--- src/rtl/fe_pkg.sv ---
package fe_pkg;

    localparam logic [7:0] CMD_SETUP   = 8'h60;
    localparam logic [7:0] CMD_CONFIRM = 8'hD0;
    localparam logic [7:0] CMD_STATUS  = 8'h70;
    localparam logic [7:0] CMD_RESET   = 8'hFF;

    // Bit position of the block field inside the assembled row number
    localparam int BLK_LSB = 6;

    typedef enum logic [1:0] {
        ST_IDLE,
        ST_ADDR,
        ST_ERASE,
        ST_RST
    } fe_state_e;

endpackage

--- src/rtl/fe_blk_array.sv ---
module fe_blk_array #(
    parameter int NUM_BLOCKS      = 8,
    parameter int WORDS_PER_BLOCK = 4,
    parameter int WORD_W          = 8,
    localparam int BW = (NUM_BLOCKS > 1) ? $clog2(NUM_BLOCKS) : 1,
    localparam int WW = (WORDS_PER_BLOCK > 1) ? $clog2(WORDS_PER_BLOCK) : 1
) (
    input  logic              clk,
    input  logic              rst_n,
    input  logic              er_we,
    input  logic [BW-1:0]     er_blk,
    input  logic [WW-1:0]     er_word,
    input  logic              ld_we,
    input  logic [BW-1:0]     ld_blk,
    input  logic [WW-1:0]     ld_word,
    input  logic [WORD_W-1:0] ld_data,
    input  logic [BW-1:0]     rd_blk,
    input  logic [WW-1:0]     rd_word,
    output logic [WORD_W-1:0] rd_data
);

    logic [WORD_W-1:0] mem_q [NUM_BLOCKS][WORDS_PER_BLOCK];
    logic [WORD_W-1:0] mem_d [NUM_BLOCKS][WORDS_PER_BLOCK];

    always_comb begin
        mem_d = mem_q;
        if (ld_we) begin
            mem_d[ld_blk][ld_word] = ld_data;
        end
        // erase wins over a load to the same word
        if (er_we) begin
            mem_d[er_blk][er_word] = '1;
        end
    end

    always_ff @(posedge clk or negedge rst_n) begin
        if (!rst_n) begin
            for (int b = 0; b < NUM_BLOCKS; b++) begin
                for (int w = 0; w < WORDS_PER_BLOCK; w++) begin
                    mem_q[b][w] <= '1;
                end
            end
        end else begin
            mem_q <= mem_d;
        end
    end

    assign rd_data = mem_q[rd_blk][rd_word];

    p_erase_ones_r4: assert property (@(posedge clk) disable iff (!rst_n)
        er_we |=> (mem_q[$past(er_blk)][$past(er_word)] == '1))
        else $error("erased word is not all ones");

    p_load_word_r12: assert property (@(posedge clk) disable iff (!rst_n)
        (ld_we && !(er_we && er_blk == ld_blk && er_word == ld_word))
        |=> (mem_q[$past(ld_blk)][$past(ld_word)] == $past(ld_data)))
        else $error("loaded word not stored");

endmodule

--- src/rtl/fe_cmd_seq.sv ---
module fe_cmd_seq
    import fe_pkg::*;
#(
    parameter int NUM_BLOCKS      = 8,
    parameter int WORDS_PER_BLOCK = 4,
    parameter int CYC_PER_WORD    = 8,
    parameter int RST_IDLE_CYC    = 4,
    parameter int RST_ABORT_CYC   = 12,
    localparam int BW = (NUM_BLOCKS > 1) ? $clog2(NUM_BLOCKS) : 1,
    localparam int WW = (WORDS_PER_BLOCK > 1) ? $clog2(WORDS_PER_BLOCK) : 1
) (
    input  logic          clk,
    input  logic          rst_n,
    input  logic          cle,
    input  logic          ale,
    input  logic          wr_stb,
    input  logic [7:0]    din,
    input  logic          fail_inj,
    output logic          rb,
    output logic [7:0]    dout,
    output logic          er_we,
    output logic [BW-1:0] er_blk,
    output logic [WW-1:0] er_word
);

    localparam int ERASE_CYC = WORDS_PER_BLOCK * CYC_PER_WORD;
    localparam int MAX_A     = (ERASE_CYC > RST_ABORT_CYC) ? ERASE_CYC : RST_ABORT_CYC;
    localparam int MAX_C     = (MAX_A > RST_IDLE_CYC) ? MAX_A : RST_IDLE_CYC;
    localparam int CW        = $clog2(MAX_C + 1);

    localparam logic [CW-1:0] CPW_C      = CW'(CYC_PER_WORD);
    localparam logic [CW-1:0] ERASE_LAST = CW'(ERASE_CYC - 1);
    localparam logic [CW-1:0] RIDLE_LEN  = CW'(RST_IDLE_CYC);
    localparam logic [CW-1:0] RABRT_LEN  = CW'(RST_ABORT_CYC);
    localparam logic [CW-1:0] ONE_C      = CW'(1);

    typedef struct packed {
        fe_state_e     st;
        logic [2:0]    acnt;     // address bytes seen, saturates at 4
        logic [BW-1:0] blk;
        logic [CW-1:0] cnt;
        logic [CW-1:0] lim;
        logic          fail;
        logic          smode;    // status-read mode
        logic          rst_done; // in reset state
    } seq_t;

    seq_t cur_q, nxt_d;
    logic cmd_v, adr_v, slot_end;

    assign cmd_v    = wr_stb & cle & ~ale;
    assign adr_v    = wr_stb & ale & ~cle;
    assign slot_end = (cur_q.cnt % CPW_C) == (CPW_C - ONE_C);

    always_comb begin
        nxt_d = cur_q;
        er_we = 1'b0;
        case (cur_q.st)
            ST_IDLE, ST_ADDR: begin
                if (adr_v && cur_q.st == ST_ADDR) begin
                    for (int i = 0; i < BW; i++) begin
                        if ((BLK_LSB + i) / 8 == int'(cur_q.acnt)) begin
                            nxt_d.blk[i] = din[(BLK_LSB + i) % 8];
                        end
                    end
                    if (cur_q.acnt != 3'd4) begin
                        nxt_d.acnt = cur_q.acnt + 3'd1;
                    end
                end
                if (cmd_v) begin
                    if (cur_q.st == ST_ADDR && din == CMD_CONFIRM && cur_q.acnt == 3'd3) begin
                        nxt_d.st  = ST_ERASE;
                        nxt_d.cnt = '0;
                    end else begin
                        nxt_d.st   = ST_IDLE;
                        nxt_d.acnt = '0;
                        case (din)
                            CMD_SETUP: begin
                                nxt_d.st       = ST_ADDR;
                                nxt_d.blk      = '0;
                                nxt_d.smode    = 1'b0;
                                nxt_d.rst_done = 1'b0;
                            end
                            CMD_STATUS: nxt_d.smode = 1'b1;
                            CMD_RESET: begin
                                if (!cur_q.rst_done) begin
                                    nxt_d.st    = ST_RST;
                                    nxt_d.cnt   = '0;
                                    nxt_d.lim   = RIDLE_LEN;
                                    nxt_d.fail  = 1'b0;
                                    nxt_d.smode = 1'b0;
                                end
                            end
                            default: begin
                                nxt_d.smode    = 1'b0;
                                nxt_d.rst_done = 1'b0;
                            end
                        endcase
                    end
                end
            end
            ST_ERASE: begin
                nxt_d.cnt = cur_q.cnt + ONE_C;
                er_we     = slot_end;
                if (cur_q.cnt == ERASE_LAST) begin
                    nxt_d.st   = ST_IDLE;
                    nxt_d.cnt  = '0;
                    nxt_d.fail = fail_inj;
                end
                if (cmd_v && din == CMD_STATUS) begin
                    nxt_d.smode = 1'b1;
                end else if (cmd_v && din == CMD_RESET) begin
                    er_we       = 1'b0;
                    nxt_d.st    = ST_RST;
                    nxt_d.cnt   = '0;
                    nxt_d.lim   = RABRT_LEN;
                    nxt_d.fail  = 1'b0;
                    nxt_d.smode = 1'b0;
                end
            end
            ST_RST: begin
                nxt_d.cnt = cur_q.cnt + ONE_C;
                if (cur_q.cnt == cur_q.lim - ONE_C) begin
                    nxt_d.st       = ST_IDLE;
                    nxt_d.cnt      = '0;
                    nxt_d.rst_done = 1'b1;
                end
                if (cmd_v && din == CMD_STATUS) begin
                    nxt_d.smode = 1'b1;
                end
            end
            default: nxt_d.st = ST_IDLE;
        endcase
    end

    always_ff @(posedge clk or negedge rst_n) begin
        if (!rst_n) begin
            cur_q          <= '0;
            cur_q.st       <= ST_IDLE;
            cur_q.rst_done <= 1'b1;
        end else begin
            cur_q <= nxt_d;
        end
    end

    assign er_blk  = cur_q.blk;
    assign er_word = WW'(cur_q.cnt / CPW_C);
    assign rb      = !(cur_q.st == ST_ERASE || cur_q.st == ST_RST);
    assign dout    = cur_q.smode ? {1'b0, rb, 5'b00000, cur_q.fail} : 8'h00;

    p_start_busy_r3: assert property (@(posedge clk) disable iff (!rst_n)
        (cur_q.st == ST_ADDR && cmd_v && din == CMD_CONFIRM && cur_q.acnt == 3'd3) |=> !rb)
        else $error("erase did not start on confirm");

    p_bad_confirm_r11: assert property (@(posedge clk) disable iff (!rst_n)
        (cur_q.st == ST_ADDR && cmd_v && din == CMD_CONFIRM && cur_q.acnt != 3'd3)
        |=> (rb && cur_q.st == ST_IDLE))
        else $error("confirm with wrong address count started work");

    p_ignore_busy_r5: assert property (@(posedge clk) disable iff (!rst_n)
        (cur_q.st == ST_ERASE && cmd_v && din != CMD_STATUS && din != CMD_RESET
         && cur_q.cnt != ERASE_LAST) |=> (cur_q.st == ST_ERASE))
        else $error("command accepted during erase");

    p_abort_r8: assert property (@(posedge clk) disable iff (!rst_n)
        (cur_q.st == ST_ERASE && cmd_v && din == CMD_RESET)
        |=> (cur_q.st == ST_RST && !rb && cur_q.lim == RABRT_LEN))
        else $error("reset did not abort erase");

    p_rst_ignored_r10: assert property (@(posedge clk) disable iff (!rst_n)
        (cur_q.st == ST_IDLE && cur_q.rst_done && cmd_v && din == CMD_RESET) |=> rb)
        else $error("repeated reset was accepted");

    p_done_ready_r6: assert property (@(posedge clk) disable iff (!rst_n)
        (cur_q.st == ST_ERASE && cur_q.cnt == ERASE_LAST && !(cmd_v && din == CMD_RESET))
        |=> (rb && (!cur_q.smode || dout[6])))
        else $error("ready not raised at erase end");

    p_fail_bit_r7: assert property (@(posedge clk) disable iff (!rst_n)
        (cur_q.st == ST_ERASE && cur_q.cnt == ERASE_LAST && !(cmd_v && din == CMD_RESET))
        |=> (cur_q.fail == $past(fail_inj)))
        else $error("fail bit does not follow injected result");

endmodule

--- src/rtl/flash_erase_ctl.sv ---
module flash_erase_ctl #(
    parameter int NUM_BLOCKS      = 8,
    parameter int WORDS_PER_BLOCK = 4,
    parameter int WORD_W          = 8,
    parameter int CYC_PER_WORD    = 8,
    parameter int RST_IDLE_CYC    = 4,
    parameter int RST_ABORT_CYC   = 12,
    localparam int BW = (NUM_BLOCKS > 1) ? $clog2(NUM_BLOCKS) : 1,
    localparam int WW = (WORDS_PER_BLOCK > 1) ? $clog2(WORDS_PER_BLOCK) : 1
) (
    input  logic              clk,
    input  logic              rst_n,
    input  logic              cle,
    input  logic              ale,
    input  logic              wr_stb,
    input  logic [7:0]        din,
    input  logic              fail_inj,
    output logic              rb,
    output logic [7:0]        dout,
    input  logic              ld_we,
    input  logic [BW-1:0]     ld_blk,
    input  logic [WW-1:0]     ld_word,
    input  logic [WORD_W-1:0] ld_data,
    input  logic [BW-1:0]     rd_blk,
    input  logic [WW-1:0]     rd_word,
    output logic [WORD_W-1:0] rd_data
);

    logic          er_we;
    logic [BW-1:0] er_blk;
    logic [WW-1:0] er_word;

    fe_cmd_seq #(
        .NUM_BLOCKS      (NUM_BLOCKS),
        .WORDS_PER_BLOCK (WORDS_PER_BLOCK),
        .CYC_PER_WORD    (CYC_PER_WORD),
        .RST_IDLE_CYC    (RST_IDLE_CYC),
        .RST_ABORT_CYC   (RST_ABORT_CYC)
    ) u_seq (
        .clk      (clk),
        .rst_n    (rst_n),
        .cle      (cle),
        .ale      (ale),
        .wr_stb   (wr_stb),
        .din      (din),
        .fail_inj (fail_inj),
        .rb       (rb),
        .dout     (dout),
        .er_we    (er_we),
        .er_blk   (er_blk),
        .er_word  (er_word)
    );

    fe_blk_array #(
        .NUM_BLOCKS      (NUM_BLOCKS),
        .WORDS_PER_BLOCK (WORDS_PER_BLOCK),
        .WORD_W          (WORD_W)
    ) u_arr (
        .clk     (clk),
        .rst_n   (rst_n),
        .er_we   (er_we),
        .er_blk  (er_blk),
        .er_word (er_word),
        .ld_we   (ld_we),
        .ld_blk  (ld_blk),
        .ld_word (ld_word),
        .ld_data (ld_data),
        .rd_blk  (rd_blk),
        .rd_word (rd_word),
        .rd_data (rd_data)
    );

endmodule

--- config.mk ---
export PLATFORM = sky130hd
export DESIGN_NAME = flash_erase_ctl
export DESIGN_NICKNAME = d
export VERILOG_FILES = /design/src/rtl/fe_pkg.sv /design/src/rtl/fe_blk_array.sv /design/src/rtl/fe_cmd_seq.sv /design/src/rtl/flash_erase_ctl.sv
export SDC_FILE = /design/constraint.sdc
export NUM_CORES = 1
export LEC_CHECK = 0
export ABC_AREA = 0
export ABC_CLOCK_PERIOD_IN_PS = 4800
export BUFFER_PORTS_ARGS = -buffer_cell sky130_fd_sc_hd__buf_2
export CORE_MARGIN = 1
export CORE_UTILIZATION = 25
export CTS_BUF_LIST = sky130_fd_sc_hd__clkbuf_16
export CTS_CLUSTER_SIZE = 16
export DETAILED_ROUTE_END_ITERATION = 8
export PLACE_DENSITY = 0.43
export REMOVE_ABC_BUFFERS = 1
export SKIP_LAST_GASP = 1
export SLEW_MARGIN = 20
export SYNTH_ARGS = -nofsm -noshare
export SYNTH_HDL_FRONTEND = slang
export SYNTH_SLANG_ARGS = --single-unit
--- constraint.sdc ---
create_clock -name clk -period 4.8 [get_ports clk]
set_input_delay 0.96 -clock clk [delete_from_list [all_inputs] [get_ports clk]]
set_output_delay 0.96 -clock clk [all_outputs]
set_load 0.05 [all_outputs]
==> run metrics, run 1 <==
largest net degree at the start of global routing 101; Least-Margin Pin Slew 1060 ps; CP Capture Type output pin; clk_skew 15.8 ps; Starting Density 0.255; P_leak 0.00679 µW; CTS tree done; ys flop type dfstp_2; f_max 241 MHz; clk_lat worst skew 540 ps; Slew Viols, Final 0; Critical R2R Launch u_seq.cur_q[22]; # DRC 0; Worst path slowest cell mux4_2; final setup fails 0; hold crit path type in -> async; Peak VDD IR 232 µV; dpl hpwl 32900 µm; post-synthesis average cell area 9.30 µm²; arrival time of the worst setup path 3200 ps; fill cell count 5794; DR pass1 iterations 5; status complete, no violations; I/O Pins 50; Final min period 4160 ps; CP Max Fanout 26; Final period util 0.866; Power Dens Cells 462 nW/µm²; core footprint 55400 µm²; Synth top area share 0.478; Finished Cell Area 16100 µm²; pre-CTS WS 573 ps; Final GP Congestion 0.878; CP delay by family, top buffers and inverters; die height 240 µm; max cap viols 0; worst path cell trace buf_4 > buf_4 > mux4_2 > mux2i_1 > o21ai_0 > o21a_1 > buf_2; Final ANT Viol Nets 0; DRT iter0 DRCs 944; most used cell, CP buf_4; IO buf count 43; RSZ-0062 raised after global routing false; GRT overflow 0; Clock transition at path regs 60 ps; post-synthesis instance total 1519; WP buf/inv 3; Post-Route Utilization 0.290; H-tree levels 2; detailed-route wire length per cell 20.9 µm; Synth area leader dfstp_2; FP Rows 86; CP max stage delay 550 ps; mapped cell area 14100 µm²; clock tree sinks 275; synthesized flop and latch total 275; sequential fraction of the synthesis area 0.510; Final nets 1585; CTS root buf clkbuf_16; CTS max path bufs 3; Worst EP required 3840 ps; EDFF count, synth 0; total CTS buffers 34; post-cts sizing count 0; final WL 48300 µm; Post-Place Cell Area 15100 µm²; synthesis-to-layout area growth 13.8%; first-pass GRT wire length 73500 µm; Via Count 11.3k; Critical R2R Capture u_arr.mem_q[114]; post-route worst setup slack 645 ps; initial antenna violation count 0; synth top area cells dfstp_2 48%, nand2_1 16%, mux4_2 10%; worst relative slew slack 0.294; hold_ws 482 ps; Post-CTS Setup Bufs 0; Die Wd 240 µm; vias per inst 4.89; Crit Path Class in -> out; Post-synth ARST share 1.00; GRT Total Usage 0.171; Ys Warns 0; reg2reg setup slack 1920 ps; worst r2r path cells 5; die area 57400 µm²; layout cells sized above 1 0.280; Worst setup SP type input port; vias in the first global route 11.0k; antenna cell count 0; hold buffers post-CTS 0; post-synthesis cell type count 57; Final Hold Vio Count 0; TNS Setup 0 ps
==> area by class of cell <==
class                           count  area [µm²]  area share
Timing Repair Buffer               51         313      0.0195
Clock buffer                       35         876      0.0545
Clock inverter                     20         113     0.00700
Inverter                           10        37.5     0.00233
Sequential cell                   275        7200       0.448
Multi-Input combinational cell   1172        6600       0.411
Tap cell                          748         936      0.0582
==> state kept, by name, indices dropped and copies added, names as in the netlist <==
| register | flops |
|---|---|
| u_arr.mem_q | 256 |
| u_seq.cur_q | 16 |
| u_seq.er_blk | 3 |
==> placed cells by master, fill, tap and decap left out, types with 11 or more instances in the layout <==
master     count
a21oi_1       16
buf_2         41
clkbuf_16     35
dfrtp_1       18
dfstp_2      257
inv_1         18
mux2i_1       18
mux4_2        64
nand2_1      608
nand3_1      270
nor2_1        61
nor3_1        11
o21ai_0       14
==> how the worst max path moves through the flow <==
stage,end,slack (ps),from,cells past startpoint
floorplan,rd_data[0],1680,rd_blk[0],5
global placement,rd_data[2],590,rd_blk[0],7
global route,rd_data[3],420,rd_blk[0],7
CTS,rd_data[2],570,rd_blk[0],7
detailed placement,rd_data[2],570,rd_blk[0],7
finish,rd_data[3],640,rd_blk[0],7
==> logic make-up after synthesis <==
logic type               Yosys count  synth area share
XOR/XNOR                           4           0.00248
other                              1          0.000266
flip-flops                       275             0.510
AND/OR/NAND/NOR                 1001             0.305
AO/OA/AOI/OAI                     62            0.0289
adder cells (fa/ha/maj)            8           0.00709
buffers and inverters             77            0.0244
multiplexers                      91             0.122
==> per-stage QoR <==
step,instances,power [µW]
4_1_cts,2311,7510
5_1_grt,2311,7820
2_1_floorplan,1457,4430
3_3_place_gp,2256,5050
6_report,2311,7430
3_5_place_dp,2256,5060
==> cell usage after synthesis, drive strengths merged, types with 3 or more instances <==
master,n
a21boi,3
a21oi,16
and2,4
and3,5
and3b,3
buf,21
clkbuf,46
dfrtp,18
dfstp,257
ha,8
inv,9
mux2,9
mux2i,18
mux4,64
nand2,608
nand2b,7
nand3,270
nand3b,4
nor2,61
nor3,12
nor3b,6
nor4,4
o21a,9
o21ai,15
or2,3
or3,3
or3b,3
xor2,3
==> layer usage <==
layer,vias to the layer above,track usage,routed length (µm)
li1,5209,-,-
met1,5703,0.254,23300
met2,333,0.249,20900
met3,53,0.0352,3180
met4,0,0.0420,999
met5,-,0,0
==> worst register-to-register path: stages (launching register included) <==
cell	delay, ps
dfrtp_1	690
and2b_1	340
o31ai_1	230
nor3b_2	880
nand2_1	480
nand3_1	190
==> power breakdown <==
group	leakage (µW)	internal, µW	switching (µW)
combinational	0.00335	640	799
clock	0.000524	1360	1010
sequential	0.00291	3180	436
total	0.00679	5190	2250
No activity file was read; power rests on OpenSTA's default activity.
==> inputs of run 2 (changes only) <==
--- a/config.mk
+++ b/config.mk
@@ -5,7 +5,7 @@
 export SDC_FILE = /design/constraint.sdc
 export NUM_CORES = 1
 export LEC_CHECK = 0
-export ABC_AREA = 0
+export ABC_AREA = 1
 export ABC_CLOCK_PERIOD_IN_PS = 4800
 export BUFFER_PORTS_ARGS = -buffer_cell sky130_fd_sc_hd__buf_2
 export CORE_MARGIN = 1
==> run 2 against run 1 <==
  * Wire length grew 9.5%
  * Cell area grew 4.5%
  * Area after synthesis grew 4.1%
  * Sequential cell count is the same
  * Sequential power shrank 8.0%
  * Clock-buffer cell count grew 2
  * Hold slack lost 230 ps
  * Via count grew 18%
  * Non-clock buffer count grew 23
  * Fmax grew 6.7%
  * Register-to-register slack gained 40 ps
  * Synthesized cell count grew 33%
  * Critical path type unchanged
==> run metrics, run 2 <==
post-route worst setup slack 907 ps (+262 ps); CTS max path bufs 3 (unchanged); Starting Density 0.254 (-0.000977); most frequent cell after synthesis nand2_1; fill cell count 6389 (+10%); final setup fails 0 (unchanged); total CTS buffers 36 (+5.9%); main combinational cell family by area after synthesis simple AND/OR/NAND/NOR gates; Worst path slowest cell buf_4; clock tree sinks 275 (unchanged); initial antenna violation count 1 (+1); max cap viols 0 (unchanged); footprint of the multi-input gates 6770 µm² (+2.5%); die height 245 µm (+2.0%); Post-synth ARST share 1.00 (unchanged); f_max 257 MHz (+6.7%); Crit Path Class in -> out; post-synthesis cell type count 31 (-46%); CP Capture Type output pin; synth top area cells dfstp_2 46%, nand2_1 20%, a21oi_1 7.5%; sequential fraction of the synthesis area 0.490 (-0.0201); Final nets 2059 (+30%); most frequent cells in the layout 780 x nand2_1, 257 x dfstp_2, 246 x nor2_1; CTS root buf clkbuf_16; CP Max Fanout 23 (-12%); mux cell area share after synthesis 0 (-0.122); met2 Use GR 0.280 (+0.0312); EDFF count, synth 0 (unchanged); Peak VDD IR 229 µV (-1.4%); post-synthesis compound-gate area fraction 0.0958 (+0.0669); hold crit path type in -> async; RSZ-0062 raised after global routing false; max FFs per register 256 (unchanged); Final period util 0.811 (-0.0546); vias per inst 4.76 (-2.6%); status complete, no violations; final WL 52900 µm (+9.5%); ys flop type dfstp_2; Synth area leader dfstp_2; synthesized flop and latch total 275 (unchanged); # DRC 0 (unchanged); layout cells sized above 1 0.197 (-0.0822); Clock transition at path regs 60 ps (about the same); Slew Viols, Final 0 (unchanged); post-cts sizing count 0 (unchanged); met3 global-route usage 0.0354 (+0.000297); worst path cell trace buf_4 > clkinv_2 > buf_4 > nand2_1 > nand3_1 > nand3_1 > nand2_1 > nand2_1 > nand2_1 > nand2_1 > nand2_1 > buf_2; H-tree levels 2 (unchanged); GR peak layer met2; xor-xnor portion of the synthesized cell area 0.00119 (-0.00129); arrival time of the worst setup path 2930 ps (-270 ps); Ys Warns 0 (unchanged); vias in the first global route 12.9k (+17%); P_leak 0.00802 µW (+18%); hold buffers post-CTS 0 (unchanged); CP max stage delay 380 ps (-170 ps); dpl hpwl 34000 µm (+3.3%); clk_lat worst skew 550 ps (about the same); Least-Margin Pin Slew 956 ps (-102 ps); Post-CTS Setup Bufs 0 (unchanged); post-synthesis average cell area 7.28 µm² (-22%); Synth top cells by count 780 x nand2_1, 257 x dfstp_2, 246 x nor2_1; detailed-route wire length per cell 18.8 µm (-9.9%); GRT Total Usage 0.177 (+0.00623); Via Count 13.4k (+18%); Power Dens Cells 422 nW/µm² (-8.8%); GRT overflow 0 (unchanged); FP Rows 88 (+2.3%); Post-Synth Simple-Gate Area 0.355 (+0.0501); most used cell, CP nand2_1; M1 GR Usage 0.241 (-0.0134); worst relative slew slack 0.360 (+0.0658); first-pass GRT wire length 80800 µm (+9.9%); post-synthesis instance total 2020 (+33%); Worst EP required 3840 ps (about the same); I/O Pins 50 (unchanged); Final GP Congestion 0.828 (-5.7%); Largest Register u_arr.mem_q; most common cell after layout, fill and taps aside nand2_1; clk_skew 22.7 ps (+6.86 ps); Final ANT Viol Nets 0 (unchanged); mapped cell area 14700 µm² (+4.1%); Final min period 3890 ps (-262 ps); TNS Setup 0 ps (unchanged); CTS tree done; Synth top area share 0.459 (-0.0189); register area 7200 µm² (unchanged); IO buf count 43 (unchanged); DRT iter0 DRCs 1039 (+10%); die area 59800 µm² (+4.1%); Final Hold Vio Count 0 (unchanged); Worst setup SP type input port; Die Wd 245 µm (+2.0%); pre-CTS WS 927 ps (+353 ps); core footprint 57900 µm² (+4.5%); DR pass1 iterations 5 (unchanged); largest net degree at the start of global routing 139 (+38%); adder-cell share of the synthesized area 0.00681 (-0.000280); synthesis-to-layout area growth 14.3%
[run 2: cell count changes in the layout (fill, tap and decap cells not counted), moves of 8 or more]
cell / before / now
a21oi_1: 16 / 220
nor2_1: 61 / 246
nand2_1: 608 / 780
mux4_2: 64 / 0
nand3_1: 270 / 217
inv_1: 18 / 59
o21ai_0: 14 / 46
buf_4: 7 / 27
mux2i_1: 18 / 0
o21a_1: 9 / 0
mux2_2: 8 / 0
[run 2: metal layers]
| layer | vias to the layer above | part of all wire |
|---|---|---|
| met3 | 84 | 0.057 |
| met5 | - | 0 |
| met1 | 6453 | 0.46 |
| li1 | 6493 | - |
| met2 | 344 | 0.46 |
| met4 | 0 | 0.025 |
[run 2: critical path: cells and delay by family]
family	cells	cell delay, ps
buffers and inverters	4	1140
and+or+nand+nor	8	830
[run 2: worst paths after layout]
path,start,to,slack (ps),cells after the start
worst max-delay path,rd_blk[0],rd_data[3],910,12
worst min-delay path,rst_n,u_seq.cur_q[9],250,1
worst max register to register,u_seq.cur_q[22],u_arr.mem_q[81],1960,6
worst min register to register,u_seq.cur_q[0],u_seq.cur_q[0],470,2
max in group asynchronous,rst_n,u_arr.mem_q[131],3570,2
min in group clk,u_seq.cur_q[0],u_seq.cur_q[0],470,2
[run 2: logic make-up (layout without fill, tap and decap cells)]
kind of cell | Yosys count | in the layout
flops | 275 | 275
other cells | 1 | 8
simple gates | 1278 | 1278
fa+ha+maj | 8 | 8
compound gates | 278 | 278
buf+inv | 178 | 195
xor+xnor | 2 | 2
[run 2: area by class of cell]
| cell class | count | area share |
|---|---|---|
| Tap cell | 765 | 0.0570 |
| Clock inverter | 25 | 0.0120 |
| Clock buffer | 37 | 0.0551 |
| Inverter | 59 | 0.0133 |
| Antenna cell | 2 | 0.000298 |
| Multi-Input combinational cell | 1572 | 0.403 |
| Sequential cell | 275 | 0.429 |
| Timing Repair Buffer | 74 | 0.0311 |
[run 2: per-stage QoR]
stage | total power (µW) | util | cell area, µm² | hold slack (ps) | instances
floorplan | 3990 | - | 14200 | 446 | 1906
global placement | 4460 | 0.271 | 15700 | 460 | 2745
detailed placement | 4470 | 0.271 | 15700 | 472 | 2745
CTS | 7180 | 0.290 | 16800 | 232 | 2807
global route | 7440 | 0.290 | 16800 | 249 | 2807
finish | 7090 | 0.290 | 16800 | 248 | 2809
[run 2: power breakdown]
part	switching (µW)	internal (µW)	total, µW	leakage (µW)
Combinational	721	395	1120	0.00453
Sequential	276	3050	3330	0.00291
Clock	1120	1520	2640	0.000572
